[src/rtl/tcmp_pkg.sv]
// Package: shared constants for the timer compare unit.
// Assumes: nothing beyond a standard SystemVerilog compiler.
package tcmp_pkg;
    // Default width of the count and compare values.
    localparam int TCMP_DEFAULT_W = 32;

    // Reset value of the compare register.
    function automatic logic [TCMP_DEFAULT_W-1:0] tcmp_reset_value();
        return '0;
    endfunction
endpackage

[src/rtl/tcmp_cmp_reg.sv]
// Compare register: holds the software-written compare value.
// Assumes: wr_en and wr_data are stable at the rising edge, and the reset is
// synchronous and active low.
module tcmp_cmp_reg #(
    parameter int DATA_W = tcmp_pkg::TCMP_DEFAULT_W
) (
    input  logic              clk,
    input  logic              rst_n,
    input  logic              wr_en,
    input  logic [DATA_W-1:0] wr_data,
    output logic [DATA_W-1:0] value_q
);
    localparam logic [DATA_W-1:0] RESET_VAL = DATA_W'(tcmp_pkg::tcmp_reset_value());

    // Load on a write; hold otherwise.
    always_ff @(posedge clk) begin
        if (!rst_n) begin
            value_q <= RESET_VAL;
        end else if (wr_en) begin
            value_q <= wr_data;
        end
    end
endmodule

[src/rtl/tcmp_eq.sv]
// Equality detector: compares two words as a set of slices and reduces the
// slice results.
// Assumes: DATA_W >= 1. SLICE_W need not divide DATA_W.
module tcmp_eq #(
    parameter int DATA_W  = tcmp_pkg::TCMP_DEFAULT_W,
    parameter int SLICE_W = 8
) (
    input  logic [DATA_W-1:0] a,
    input  logic [DATA_W-1:0] b,
    output logic              equal
);
    localparam int NSLICE = (DATA_W + SLICE_W - 1) / SLICE_W;

    logic [NSLICE-1:0] slice_eq;

    genvar gi;
    generate
        for (gi = 0; gi < NSLICE; gi++) begin : g_slice
            localparam int LO = gi * SLICE_W;
            localparam int HI = ((LO + SLICE_W) > DATA_W) ? DATA_W - 1 : LO + SLICE_W - 1;
            // Compare one slice.
            always_comb begin
                slice_eq[gi] = (a[HI:LO] == b[HI:LO]);
            end
        end
    endgenerate

    // Reduce the slice results.
    always_comb begin
        equal = &slice_eq;
    end
endmodule

[src/rtl/tcmp_pend.sv]
// Pending flag: set on a match, cleared only by a compare write.
// Assumes: match and clr come from settled logic. clr takes priority over match.
module tcmp_pend (
    input  logic clk,
    input  logic rst_n,
    input  logic match,
    input  logic clr,
    output logic pend_q
);
    // A write clears the flag, a match sets it, and otherwise it holds.
    always_ff @(posedge clk) begin
        if (!rst_n) begin
            pend_q <= 1'b0;
        end else if (clr) begin
            pend_q <= 1'b0;
        end else if (match) begin
            pend_q <= 1'b1;
        end
    end
endmodule

[src/rtl/tcmp_unit.sv]
// Timer compare unit: compare register, equality detector and sticky
// pending flag, with one shared interrupt output.
// Assumes: count_val comes from an external free-running counter in the
// same clock domain, and the reset is synchronous and active low.
module tcmp_unit #(
    parameter int DATA_W = tcmp_pkg::TCMP_DEFAULT_W
) (
    input  logic              clk,
    input  logic              rst_n,
    input  logic [DATA_W-1:0] count_val,
    input  logic              cmp_wr_en,
    input  logic [DATA_W-1:0] cmp_wr_data,
    output logic [DATA_W-1:0] cmp_rd_data,
    input  logic              hw_irq_in,
    output logic              timer_pending,
    output logic              irq_out
);
    logic [DATA_W-1:0] cmp_q;
    logic              hit;

    tcmp_cmp_reg #(.DATA_W(DATA_W)) u_reg (
        .clk     (clk),
        .rst_n   (rst_n),
        .wr_en   (cmp_wr_en),
        .wr_data (cmp_wr_data),
        .value_q (cmp_q)
    );

    tcmp_eq #(.DATA_W(DATA_W)) u_eq (
        .a     (count_val),
        .b     (cmp_q),
        .equal (hit)
    );

    tcmp_pend u_pend (
        .clk    (clk),
        .rst_n  (rst_n),
        .match  (hit),
        .clr    (cmp_wr_en),
        .pend_q (timer_pending)
    );

    // Drive the readback and merge the two interrupt sources.
    always_comb begin
        cmp_rd_data = cmp_q;
        irq_out     = timer_pending | hw_irq_in;
    end
endmodule

[config.mk]
export PLATFORM = sky130hd
export DESIGN_NAME = tcmp_unit
export DESIGN_NICKNAME = d
export VERILOG_FILES = /design/src/rtl/tcmp_pkg.sv /design/src/rtl/tcmp_cmp_reg.sv /design/src/rtl/tcmp_eq.sv /design/src/rtl/tcmp_pend.sv /design/src/rtl/tcmp_unit.sv
export SDC_FILE = /design/constraint.sdc
export NUM_CORES = 1
export LEC_CHECK = 0
export CORE_ASPECT_RATIO = 1.25
export CORE_MARGIN = 4
export CORE_UTILIZATION = 30
export CTS_CLUSTER_SIZE = 30
export DETAILED_ROUTE_END_ITERATION = 12
export GPL_TIMING_DRIVEN = 0
export PLACE_DENSITY_LB_ADDON = 0.2
export SYNTH_ARGS = -nofsm -noshare
export SYNTH_HDL_FRONTEND = slang
export SYNTH_HIERARCHICAL = 1
export SYNTH_SLANG_ARGS = --single-unit
[constraint.sdc]
create_clock -name clk -period 3.6 [get_ports clk]
set_clock_uncertainty 0.05 [all_clocks]
set_input_delay 0.72 -clock clk [delete_from_list [all_inputs] [get_ports clk]]
set_output_delay 0.72 -clock clk [all_outputs]
set_load 0.02 [all_outputs]
==> summary.txt <==
Slowest Stage Delay on Critical Path: 0.54 ns
Final routed DRC violation total: 0
Syn_nets: 218
Avg WL per Cell: 14.1 um
Max-Cap Viols: 0
Largest net degree at the start of global routing: 11
Setup TNS: 0 ns
Leakage: 0.00118 uW
CP Cell Sequence: clkdlybuf4s50_1 -> or2_1 -> clkdlybuf4s50_1
Worst path arrival time: 1.86 ns
Sequential power share: 0.441
FP Rows: 29
Critical path launch point type: primary input
IO Count: 102
Total Nets Final: 326
Std-Cell Core Area: 5190 um2
Max_slew headroom: 0.668
Max Transition Viols Final: 0
Worst vdd ir: 0.199 mV
Hpwl dp: 3670 um
Final min period: 2.63 ns
TritonCTS clock tree: done
Hold buffer count at CTS: 0
Hold Vio Cnt, Final: 0
Cell repeated most along the worst path: clkdlybuf4s50_1
Clock power share: 0.301
DP Worst Slack: 0.965 ns
Antenna cells: 0
Routability cong.: 0.701
Die Height: 90.5 um
Routed Wire Length: 4500 um
Die Area: 6690 um2
GRT Util Overall: 0.140
CP max stage cell: clkdlybuf4s50_1
Aggregate global routing overflow: 0
Syn_area_per_cell: 10.9 um2
Synthesized area: 1630 um2
Area growth from synthesis to layout: 72.0%
Filler cells: 519
Max Clock Freq: 380 MHz
Drt pass-1 iters: 4
# setup viols final: 0
Psw: 234 uW
Yosys reg bits: 33
Root buffer cell: clkbuf_8
Int Pwr: 687 uW
Least-Margin Pin Slew: 0.493 ns
Die Wd: 74.0 um
Post-CTS setup buffers: 0
Cts bufs inserted: 5
Vias in the first global route: 1459
Unrepaired setup endpoints after global routing: no
Critical path class: primary input to output port
Clock H-tree levels: 2
Pwr dens: 328 nW/um2
Setup WS post-layout: 0.966 ns
Post-synthesis cell count: 150
Critical Path Sink Type: output port
Layout cells sized above 1: 0.0426
Top Family by Delay on Critical Path: buffers and inverters
DR vias: 1379
I/O Buffers: 101
CP Buf/Inv Count: 2
Worst skew pair latency: 0.28 ns
First-pass GRT wire length: 7160 um
Yosys cell types: 12
Initial Utilization: 0.315
Clock buffer depth: 2
Fin crit share: 0.732
Avg Vias per Cell: 4.31
Post-cts sizing count: 0
Clock transition at path regs: 0.07 ns
1st-iter DRT viols: 28
Sw Share: 0.254
Syn. warnings: 6
Initial antenna violation count: 0
Crit path max fanout: 1
Gate power share: 0.258
Crit path required time: 2.83 ns
Status: completed
Final ANT Viol Nets: 0
Part of the Yosys area used for sequential elements: 0.405
Hold Crit Class: flop to flop
CTS sink cnt: 33
[final timing paths]
check | endpoint | depth (start not counted) | from | slack (ns)
setup reg to reg | u_pend/pend_q | 6 | u_reg/value_q[1] | 2.00
hold / removal | u_reg/value_q[8] | 2 | u_reg/value_q[8] | 0.50
hold reg to reg | u_reg/value_q[8] | 2 | u_reg/value_q[8] | 0.50
setup / recovery | irq_out | 3 | hw_irq_in | 0.97
[worst reg2reg max path, delay by kind of cell, from the launching register on]
kind / cells / cell delay [ns]
and+or+nand+nor: 5 / 0.99
DFF: 1 / 0.33
xor gates and xnor gates: 1 / 0.16
[final cells by class]
class	instances	area, um2	share of cell area
multi-input combinational	110	890	0.317
timing repair buffer	101	1010	0.360
sequential	33	661	0.235
tap	62	77.6	0.0276
clock buffer	7	86.3	0.0307
buffer	7	82.6	0.0294
[logic make-up after synthesis]
group / after synthesis / share of synthesized area
flops: 33 / 0.405
buf+inv: 7 / 0.0506
simple gates: 46 / 0.177
mux: 32 / 0.196
xor+xnor: 32 / 0.172
[cells in the mapped netlist]
| cell type | n | area [um2] |
|---|---|---|
| nand4_1 | 2 | 12.5 |
| nor2_1 | 2 | 7.51 |
| nor4_1 | 8 | 50.1 |
| buf_6 | 1 | 11.3 |
| xor2_1 | 32 | 280 |
| clkbuf_1 | 3 | 11.3 |
| dfxtp_1 | 33 | 661 |
| nor2b_1 | 32 | 200 |
| nor3b_2 | 1 | 12.5 |
| buf_12 | 3 | 60.1 |
| mux2i_1 | 32 | 320 |
| or2_1 | 1 | 6.26 |
[metal layers]
layer  wire length, um  global-route usage  share of wire  up-vias
met5                 0                   0              0        -
met4                63              0.0453          0.014        0
met3               363              0.0445          0.081        5
met2              2330               0.249           0.52       50
met1              1740               0.154           0.39      612
li1                  -                   -              -      712
[sequential cells by signal (all words and copies together) (netlist names)]
name           cells
u_pend/pend_q      1
u_reg/value_q     32
[cell usage in the layout, fill, tap and decap left out, drive strengths merged]
master / n
buf: 4
mux2i: 32
or2: 1
nand4: 2
dfxtp: 33
nor2b: 32
xor2: 32
nor3b: 1
nor4: 8
clkdlybuf4s50: 101
nor2: 2
clkbuf: 10
[power by group through the flow]
stage | clock network (uW) | registers, uW | logic [uW]
after floorplan | 0 | 438 | 80.1
after global placement | 0 | 415 | 238
after detailed placement | 0 | 415 | 240
after CTS | 293 | 407 | 241
after global routing | 309 | 410 | 256
final | 278 | 406 | 237
[through the flow]
step	utilization	cells	hold slack (ns)	total power [uW]	instance area, um2
detailed placement	0.524	313	0.494	655	2720
global route	0.541	320	0.527	975	2810
CTS	0.541	320	0.504	941	2810
global placement	0.524	313	0.489	652	2720
floorplan	-	150	0.552	518	1630
finish	0.541	320	0.498	921	2810
Power figures use the tool's default switching activity.
